## config.mk

```make
export PLATFORM = sky130hd
export DESIGN_NAME = fwImageVerifier
export DESIGN_NICKNAME = d
export VERILOG_FILES = /design/src/rtl/fwVerPkg.sv /design/src/rtl/fwVerDatapath.sv /design/src/rtl/fwVerCtrl.sv /design/src/rtl/fwImageVerifier.sv
export SDC_FILE = /design/constraint.sdc
export NUM_CORES = 1
export LEC_CHECK = 0
export BUFFER_PORTS_ARGS = -buffer_cell sky130_fd_sc_hd__buf_2
export CAP_MARGIN = 10
export CORE_MARGIN = 2
export CORE_UTILIZATION = 35
export DETAILED_ROUTE_END_ITERATION = 10
export PLACE_DENSITY_LB_ADDON = 0.1
export REMOVE_ABC_BUFFERS = 1
export SETUP_SLACK_MARGIN = 0.5
export SYNTH_ARGS = -nofsm -noshare
export SYNTH_HDL_FRONTEND = slang
export SYNTH_HIERARCHICAL = 1
export SYNTH_SLANG_ARGS = --single-unit
```

## constraint.sdc

```tcl
create_clock -name clk -period 11.7 [get_ports clk]
set_input_delay 2.34 -clock clk [delete_from_list [all_inputs] [get_ports clk]]
set_output_delay 2.34 -clock clk [all_outputs]
set_load 0.01 [all_outputs]
```

## src/rtl/fwVerPkg.sv

```systemverilog
package fwVerPkg;
  localparam int WORD_W = 32;
  localparam logic [WORD_W-1:0] MAGIC_LE = 32'hfe0101fe;
  localparam logic [WORD_W-1:0] MAGIC_BE = 32'hfe1010fe;
  localparam int HDR_WORDS = 5;
  localparam int HDR_IMEM_IDX = 3;
  localparam int HDR_DMEM_IDX = 4;

  typedef enum logic [1:0] {
    ERR_NONE  = 2'd0,
    ERR_MAGIC = 2'd1,
    ERR_SIZE  = 2'd2,
    ERR_SUM   = 2'd3
  } errCodeT;

  typedef struct packed {
    logic clear;
    logic setBigEnd;
    logic capImem;
    logic capDmem;
    logic accum;
    logic emit;
    logic emitData;
    logic firstOfSec;
  } dpStrobeT;
endpackage

```

## src/rtl/fwVerDatapath.sv

```systemverilog
module fwVerDatapath
  import fwVerPkg::*;
#(
  parameter int ADDR_W = 16
) (
  input  logic              clk,
  input  logic              rstN,
  input  dpStrobeT          stb,
  input  logic [WORD_W-1:0] inData,
  output logic              magicLe,
  output logic              magicBe,
  output logic [WORD_W-1:0] convWord,
  output logic [WORD_W-1:0] imemBytes,
  output logic [WORD_W-1:0] dmemBytes,
  output logic              sumOk,
  output logic              outValid,
  output logic              outIsData,
  output logic [ADDR_W-1:0] outAddr,
  output logic [WORD_W-1:0] outWord
);
  localparam int BYTES = WORD_W / 8;

  logic              bigEnd;
  logic [WORD_W-1:0] swapped;
  logic [WORD_W-1:0] sumAcc;
  logic [ADDR_W-1:0] addrCnt;
  logic [ADDR_W-1:0] addrUse;

  for (genvar b = 0; b < BYTES; b++) begin : g_swap
    assign swapped[8*b +: 8] = inData[8*(BYTES-1-b) +: 8];
  end

  assign magicLe  = (inData == MAGIC_LE);
  assign magicBe  = (inData == MAGIC_BE);
  assign convWord = bigEnd ? swapped : inData;
  assign sumOk    = (sumAcc == convWord);
  assign addrUse  = stb.firstOfSec ? '0 : addrCnt;

  always_ff @(posedge clk) begin
    if (!rstN) begin
      bigEnd    <= 1'b0;
      sumAcc    <= '0;
      imemBytes <= '0;
      dmemBytes <= '0;
      addrCnt   <= '0;
      outValid  <= 1'b0;
      outIsData <= 1'b0;
      outAddr   <= '0;
      outWord   <= '0;
    end else begin
      outValid <= stb.emit;
      if (stb.clear) begin
        bigEnd    <= 1'b0;
        sumAcc    <= '0;
        imemBytes <= '0;
        dmemBytes <= '0;
        addrCnt   <= '0;
      end else begin
        if (stb.setBigEnd) bigEnd <= 1'b1;
        if (stb.accum) sumAcc <= sumAcc + convWord;
        if (stb.capImem) imemBytes <= convWord;
        if (stb.capDmem) dmemBytes <= convWord;
        if (stb.emit) begin
          addrCnt   <= addrUse + 1'b1;
          outIsData <= stb.emitData;
          outAddr   <= addrUse;
          outWord   <= convWord;
        end
      end
    end
  end


  addr_step_chk: assert property (@(posedge clk) disable iff (!rstN)
    (outValid && $past(outValid) && outIsData == $past(outIsData))
      |-> outAddr == $past(outAddr) + 1'b1);


  sec_restart_chk: assert property (@(posedge clk) disable iff (!rstN)
    (outValid && outIsData && $past(outValid) && !$past(outIsData))
      |-> outAddr == '0);
endmodule

```

## src/rtl/fwVerCtrl.sv

```systemverilog
module fwVerCtrl
  import fwVerPkg::*;
#(
  parameter int CNT_W = 32
) (
  input  logic              clk,
  input  logic              rstN,
  input  logic              start,
  input  logic              inValid,
  input  logic              inLast,
  input  logic              magicLe,
  input  logic              magicBe,
  input  logic [WORD_W-1:0] convWord,
  input  logic [WORD_W-1:0] imemBytes,
  input  logic [WORD_W-1:0] dmemBytes,
  input  logic              sumOk,
  output dpStrobeT          stb,
  output logic              done,
  output logic              pass,
  output errCodeT           errCode
);
  typedef enum logic [1:0] {ST_IDLE, ST_RUN, ST_HALT} stateT;

  stateT            state;
  logic [CNT_W-1:0] wordIdx;
  logic [CNT_W-1:0] payIdx;
  logic [CNT_W-1:0] imemWords;
  logic [CNT_W-1:0] secEnd;
  logic             finishNow;
  logic             nextPass;
  errCodeT          nextErr;

  assign payIdx    = wordIdx - CNT_W'(HDR_WORDS);
  assign imemWords = CNT_W'(imemBytes[WORD_W-1:2]);
  assign secEnd    = imemWords + CNT_W'(dmemBytes[WORD_W-1:2]);

  always_comb begin
    stb       = '0;
    finishNow = 1'b0;
    nextPass  = 1'b0;
    nextErr   = ERR_NONE;
    if (start) begin
      stb.clear = 1'b1;
    end else if (state == ST_RUN && inValid) begin
      if (wordIdx < CNT_W'(HDR_WORDS)) begin
        stb.accum = 1'b1;
        if (wordIdx == '0) begin
          if (!(magicLe || magicBe)) begin
            finishNow = 1'b1;
            nextErr   = ERR_MAGIC;
          end else begin
            stb.setBigEnd = magicBe;
          end
        end
        if (wordIdx == CNT_W'(HDR_IMEM_IDX)) stb.capImem = 1'b1;
        if (wordIdx == CNT_W'(HDR_DMEM_IDX)) begin
          stb.capDmem = 1'b1;
          if (imemBytes[1:0] != 2'b00 || convWord[1:0] != 2'b00) begin
            finishNow = 1'b1;
            nextErr   = ERR_SIZE;
          end
        end
        if (inLast && !finishNow) begin
          finishNow = 1'b1;
          nextErr   = ERR_SIZE;
        end
      end else if (payIdx < secEnd) begin
        stb.accum = 1'b1;
        if (inLast) begin
          finishNow = 1'b1;
          nextErr   = ERR_SIZE;
        end else begin
          stb.emit       = 1'b1;
          stb.emitData   = (payIdx >= imemWords);
          stb.firstOfSec = (payIdx == '0) || (payIdx == imemWords);
        end
      end else begin
        finishNow = 1'b1;
        if (!inLast)      nextErr  = ERR_SIZE;
        else if (!sumOk)  nextErr  = ERR_SUM;
        else              nextPass = 1'b1;
      end
    end
  end

  always_ff @(posedge clk) begin
    if (!rstN) begin
      state   <= ST_IDLE;
      wordIdx <= '0;
      done    <= 1'b0;
      pass    <= 1'b0;
      errCode <= ERR_NONE;
    end else begin
      done <= 1'b0;
      if (start) begin
        state   <= ST_RUN;
        wordIdx <= '0;
        pass    <= 1'b0;
        errCode <= ERR_NONE;
      end else if (state == ST_RUN && inValid) begin
        wordIdx <= wordIdx + 1'b1;
        if (finishNow) begin
          state   <= ST_HALT;
          done    <= 1'b1;
          pass    <= nextPass;
          errCode <= nextErr;
        end
      end
    end
  end


  done_pulse_chk: assert property (@(posedge clk) disable iff (!rstN)
    done |=> !done);


  result_hold_chk: assert property (@(posedge clk) disable iff (!rstN)
    (state == ST_HALT && !start) |=> ($stable(errCode) && $stable(pass)));


  pass_clean_chk: assert property (@(posedge clk) disable iff (!rstN)
    pass |-> errCode == ERR_NONE);
endmodule

```

## src/rtl/fwImageVerifier.sv

```systemverilog
module fwImageVerifier
  import fwVerPkg::*;
#(
  parameter int ADDR_W = 16,
  parameter int CNT_W  = 32
) (
  input  logic              clk,
  input  logic              rstN,
  input  logic              start,
  input  logic              inValid,
  input  logic [31:0]       inData,
  input  logic              inLast,
  output logic              outValid,
  output logic              outIsData,
  output logic [ADDR_W-1:0] outAddr,
  output logic [31:0]       outWord,
  output logic              done,
  output logic              pass,
  output logic [1:0]        errCode
);
  dpStrobeT          stb;
  logic              magicLe;
  logic              magicBe;
  logic [WORD_W-1:0] convWord;
  logic [WORD_W-1:0] imemBytes;
  logic [WORD_W-1:0] dmemBytes;
  logic              sumOk;
  errCodeT           errInt;

  assign errCode = errInt;

  fwVerCtrl #(.CNT_W(CNT_W)) ctrl_i (
    .clk(clk), .rstN(rstN), .start(start), .inValid(inValid), .inLast(inLast),
    .magicLe(magicLe), .magicBe(magicBe), .convWord(convWord),
    .imemBytes(imemBytes), .dmemBytes(dmemBytes), .sumOk(sumOk),
    .stb(stb), .done(done), .pass(pass), .errCode(errInt)
  );

  fwVerDatapath #(.ADDR_W(ADDR_W)) dp_i (
    .clk(clk), .rstN(rstN), .stb(stb), .inData(inData),
    .magicLe(magicLe), .magicBe(magicBe), .convWord(convWord),
    .imemBytes(imemBytes), .dmemBytes(dmemBytes), .sumOk(sumOk),
    .outValid(outValid), .outIsData(outIsData), .outAddr(outAddr), .outWord(outWord)
  );


  no_emit_done_chk: assert property (@(posedge clk) disable iff (!rstN)
    !(outValid && done));


  quiet_after_done_chk: assert property (@(posedge clk) disable iff (!rstN)
    (done && !start) |=> !outValid);


  done_after_beat_chk: assert property (@(posedge clk) disable iff (!rstN)
    done |-> $past(inValid));
endmodule

```

==> flow_metrics.tcl, run 1 <==
set metrics [dict create \
    clkPwrFrac_pct 44.8 \
    switchingPower_uw 386 \
    cts_root_buffer "clkbuf_16" \
    postCtsSetupRepairBufs 0 \
    fin_cells 2216 \
    overflow 0 \
    vdd_drop_max_mv 0.104 \
    ctsResizeCount 0 \
    grt_pass1_vias 11400 \
    p_sw_share_pct 27.4 \
    clock_tree.buffer_depth 2 \
    tns_ns 0 \
    ctsHoldBuffers 0 \
    first_iter_violations 687 \
    dp_hpwl_um 30200 \
    n_antenna_cell 0 \
    fin_total_pwr_uw 1410 \
    drv_slew 0 \
    synth-warning-count 6 \
    hold_viol_final 0 \
    synth_cells 1670 \
    nNetsFinal 1850 \
    cp_top_family "simple AND/OR/NAND/NOR gates" \
    power_density_nw_per_um2 92.8 \
    start_util_pct 35.6 \
    track_usage_pct 19.5 \
    gp_congestion 0.853 \
    cts_tree "built" \
    dp.cells 2184 \
    clkLatencyLatePin_ns 0.48 \
    routed_wl_um 39500 \
    required_ns 12.07 \
    grt_setup_unrepaired "false" \
    maxSlewHeadroom_pct 26.8 \
    fillers 4047 \
    grt_max_degree 69 \
    hp-class "register to register" \
    cp_slowest_cell "nor2b_4" \
    drive_above_1_share_pct 10.4 \
    htree_levels 4 \
    core_um2 38800 \
    portBuffers 90 \
    routedWlPerCell_um 17.8 \
    placed_area_um2 14600 \
    period_share_pct 55.7 \
    crit_buf_inv 3 \
    die-area_um2 41000 \
    clkSinkCount 199 \
    grt_pass1_wl_um 63000 \
    intPower_uw 1020 \
    setup_ws_ns 5.19 \
    antenna_found_initial 0 \
    syn_to_final_growth_pct 10.0 \
    critPathMaxStageDelay_ns 0.83 \
    cp_data_arrival_time_ns 6.89 \
    via_count 11900 \
    p_leak_uw 0.00639 \
    path_clk_slew_ns 0.08 \
    worstPathCellList "ha_1 -> inv_1 -> fa_1 -> nor2b_1 -> o31a_1 -> o211ai_1 -> a41oi_1 -> a221o_1 -> o21ai_1 -> or3_1 -> a31oi_1 -> xnor2_1 -> ha_1 -> a21o_1 -> a21oi_1 -> o21ai_0 -> nor4b_1 -> nand3_1 -> inv_1 -> nor2b_4 -> buf_4 -> nand2_1 -> o211a_1" \
    fin_area_um2 15200 \
    numCtsBuffers 17 \
    cp-start-kind "register" \
    chipWidth_um 203 \
    firstDrtPassIters 5 \
    end_kind "register" \
    pwr-share-comb_pct 7.0 \
    min_period_ns 6.51 \
    drv_cap 0 \
    rows 72 \
    clock.fmax_ghz 0.154 \
    antenna_left 0 \
    syn_avg_cell_area_um2 8.27 \
    crit_fanout 42 \
    die_h_um 203 \
    tightest_slew_ns 1.10 \
    finalSetupViolCount 0 \
    pre_cts_ws_ns 5.11 \
    synthesis.area_um2 13800 \
    pwr-share-seq_pct 48.3 \
    via_per_inst 5.35 \
    clock_skew_ns 0.0144 \
    status "completed" \
    route.detailed.drc 0 \
    boundaryPins 91 \
    crit_type "register to register" \
]
layer usage:
layer / vias to the layer above / share of wire [%] / global-route usage (%)
met5: - / 0 / 0
met3: 39 / 2.9 / 2.79
met4: 0 / 1.8 / 5.58
li1: 6056 / - / -
met2: 182 / 47 / 32.4
met1: 5586 / 49 / 26.4
state kept, by name (all words and copies together), names as in the netlist:
name,flops
ctrl_i/pass,1
dp_i/outIsData,1
dp_i/outAddr,16
dp_i/dmemBytes,30
dp_i/addrCnt,16
dp_i/outWord,32
ctrl_i/state,2
ctrl_i/errCode,2
ctrl_i/done,1
ctrl_i/wordIdx,32
dp_i/imemBytes,32
dp_i/bigEnd,1
dp_i/outValid,1
dp_i/sumAcc,32
metrics by stage:
step,hold slack [ns],utilization [%]
global placement,0.438,37.5
detailed placement,0.439,37.5
CTS,0.459,39.1
global route,0.482,39.1
finish,0.452,39.1
floorplan,0.417,-
power by group through the flow:
stage               combinational, µW  sequential [µW]  clock (µW)
floorplan                        56.5              696           0
finish                           98.2              680         631
global route                      108              680         675
detailed placement               98.7              696           0
global placement                 98.7              696           0
CTS                              99.0              680         652
layout by cell type (no fill, tap or decap), types with 5 or more instances in the layout:
cell	count
nand4b_1	7
inv_1	83
a21o_1	45
a31oi_1	11
o21a_1	8
nand3b_1	17
nor2b_1	24
inv_8	5
o21bai_1	6
dfxtp_1	198
nand4_1	23
and3_1	25
o211ai_1	12
o21ai_1	7
a21boi_0	20
ha_1	126
nand2_1	141
a211oi_1	71
o21ai_0	44
mux2i_1	48
nor2_1	183
xor2_1	59
buf_4	9
nand2b_1	11
a21oi_1	82
xnor2_1	50
or4_1	6
and4_1	12
o211a_1	35
and2_1	7
buf_2	90
or3_1	18
nand3_1	35
o31ai_1	6
a211o_1	5
nor4_1	24
nor3_1	23
clkbuf_16	17
final timing paths:
| check | startpoint | endpoint | slack (ns) | cells past startpoint |
|---|---|---|---|---|
| setup reg to reg | dp_i/imemBytes[2] | dp_i/outWord[22] | 5.19 | 23 |
| hold / removal | dp_i/addrCnt[8] | dp_i/addrCnt[8] | 0.45 | 1 |
| hold reg to reg | dp_i/addrCnt[8] | dp_i/addrCnt[8] | 0.45 | 1 |
| setup / recovery | dp_i/imemBytes[2] | dp_i/outWord[22] | 5.19 | 23 |
layout make-up:
cell class              instances  area, µm²  share of cell area (%)
flip-flops and latches        199       3990                    26.2
well taps                     518        648                    4.27
repair buffers                 99        518                    3.41
multi-input cells            1285       9100                    60.0
inverters                      83        312                    2.05
clock inverters                14        176                    1.16
clock buffers                  18        439                    2.89
Note: power is estimated with default switching activity, not from simulation.
==> run 2: changes to the inputs <==
ABC_AREA = 1   (was unset)
clock period = 6.5 ns   (was 11.7 ns; I/O delays follow)
==> run 2 against run 1 <==
  * Non-clock buffer count shrank 2
  * Critical path depth grew 12
  * Synthesized cell count grew 42%
  * First-iteration DRC count grew 38%
  * Total power grew 80%
  * Highest routed layer unchanged
  * Largest cell class unchanged
  * Largest power group unchanged
==> flow_metrics.tcl, run 2 <==
set metrics [dict create \
    path_clk_slew_ns 0.08 \
    overflow 0 \
    grt_max_degree 73 \
    postCtsSetupRepairBufs 0 \
    critPathMaxStageDelay_ns 0.61 \
    final_cell_mix "578 x nand2_1, 399 x inv_1, 237 x nor2_1" \
    die-area_um2 45300 \
    required_ns 6.92 \
    cts_root_buffer "clkbuf_16" \
    power_density_nw_per_um2 151 \
    fin_total_pwr_uw 2540 \
    pwr-share-seq_pct 48.4 \
    drv_cap 0 \
    gp_congestion 0.906 \
    cp_common_cell "nand2_1" \
    hold_path_end "dp_i/outAddr[5]" \
    routed_wl_um 46700 \
    cts_tree "built" \
    synth_cells 2374 \
    synth-warning-count 6 \
    numCtsBuffers 17 \
    pre_cts_ws_ns 1.14 \
    crit_buf_inv 4 \
    crit_type "register to register" \
    chipWidth_um 213 \
    status "completed" \
    n_antenna_cell 0 \
    antenna_found_initial 0 \
    grt_pass1_vias 13700 \
    worstRegToRegCells 35 \
    die_h_um 213 \
    hold_ws_ns 0.462 \
    syn_avg_cell_area_um2 6.43 \
    dp_hpwl_um 37500 \
    vdd_drop_max_mv 0.138 \
    ctsHoldBuffers 0 \
    multi_input_area_um2 9370 \
    nNetsFinal 2592 \
    tightest_slew_ns 1.09 \
    maxSlewHeadroom_pct 26.8 \
    clock_tree.buffer_depth 2 \
    worst_hold_path.num_cells 2 \
    rows 76 \
    clock_skew_ns 0.0131 \
    clkLatencyLatePin_ns 0.50 \
    clkSinkCount 199 \
    crit_fanout 10 \
    finalCoreUtilization_pct 39.1 \
    firstDrtPassIters 6 \
    core_um2 43100 \
    hp-class "register to register" \
    boundaryPins 91 \
    drv_slew 0 \
    antenna_left 0 \
    seq_area_um2 3980 \
    fillers 4655 \
    via_per_inst 4.80 \
    pwr-share-comb_pct 8.4 \
    end_kind "register" \
    tns_ns 0 \
    cp_slowest_cell "a21oi_2" \
    hold_viol_final 0 \
    start_util_pct 35.4 \
    via_count 14500 \
    setup_ws_ns 1.10 \
    finalSetupViolCount 0 \
    rrSetupSlack_ns 1.10 \
    route.detailed.drc 0 \
    grt_setup_unrepaired "false" \
    worstReg2RegStart "dp_i/imemBytes[2]" \
    track_usage_pct 21.2 \
    first_iter_violations 948 \
    p_sw_share_pct 28.7 \
    ctsResizeCount 0 \
    routedWlPerCell_um 15.4 \
    cp_top_family "simple AND/OR/NAND/NOR gates" \
    cp_data_arrival_time_ns 5.82 \
    grt_pass1_wl_um 73900 \
    clkPwrFrac_pct 43.3 \
    min_period_ns 5.40 \
    htree_levels 4 \
    clock.fmax_ghz 0.185 \
    reg2reg_to "dp_i/addrCnt[14]" \
    syn_to_final_growth_pct 10.2 \
    p_leak_uw 0.00846 \
    intPower_uw 1810 \
    drive_above_1_share_pct 10.7 \
    period_share_pct 83.1 \
    min_from "dp_i/outAddr[5]" \
    cp-start-kind "register" \
    switchingPower_uw 729 \
    portBuffers 90 \
    final_common_cell "nand2_1" \
    synthesis.area_um2 15300 \
]
[run 2: cell count changes in the layout (fill, tap and decap cells not counted), sizes merged, moves of 71 or more]
cell / previous run / this run
nand2: 142 / 606
a211oi: 75 / 4
inv: 91 / 437
a21oi: 85 / 159
o21ai: 54 / 129
nor2: 184 / 277
[run 2: per-stage QoR]
stage / cells / instance area [µm²]
after floorplan: 2311 / 15000
after global routing: 3025 / 16800
after detailed placement: 2993 / 16200
after global placement: 2993 / 16200
after CTS: 3025 / 16800
final: 3025 / 16800
[run 2: how the worst max path moves through the flow]
stage,end,cells past startpoint,startpoint
2_1_floorplan,dp_i/sumAcc[10],27,dp_i/imemBytes[2]
3_3_place_gp,dp_i/addrCnt[8],35,dp_i/imemBytes[2]
3_5_place_dp,dp_i/addrCnt[8],35,dp_i/imemBytes[2]
4_1_cts,dp_i/addrCnt[14],35,dp_i/imemBytes[2]
5_1_grt,dp_i/addrCnt[12],30,dp_i/imemBytes[2]
6_report,dp_i/addrCnt[14],35,dp_i/imemBytes[2]
[run 2: layout make-up]
class,instances,share of cell area [%]
multi-input combinational,1677,55.7
sequential,199,23.7
inverter,435,9.77
tap,585,4.35
timing repair buffer,97,2.99
clock buffer,19,2.63
clock inverter,13,0.915
[run 2: worst min-delay path: stages (launching register included)]
cell and delay (ns):
dfxtp_1 0.31, nand2_1 0.06, a21oi_1 0.05
[run 2: routing by layer]
| layer | vias to the layer above | part of all wire, % | global-route usage, % |
|---|---|---|---|
| met4 | 0 | 1.7 | 6.27 |
| met3 | 39 | 2.8 | 2.74 |
| met5 | - | 0 | 0 |
| li1 | 7686 | - | - |
| met2 | 218 | 48 | 36.6 |
| met1 | 6566 | 47 | 27.5 |
[run 2: power by group through the flow]
stage / Clock [µW] / Sequential [µW] / Combinational (µW)
CTS: 1140 / 1230 / 214
global placement: 0 / 1260 / 213
detailed placement: 0 / 1260 / 213
global route: 1180 / 1230 / 238
floorplan: 0 / 1250 / 128
finish: 1100 / 1230 / 213
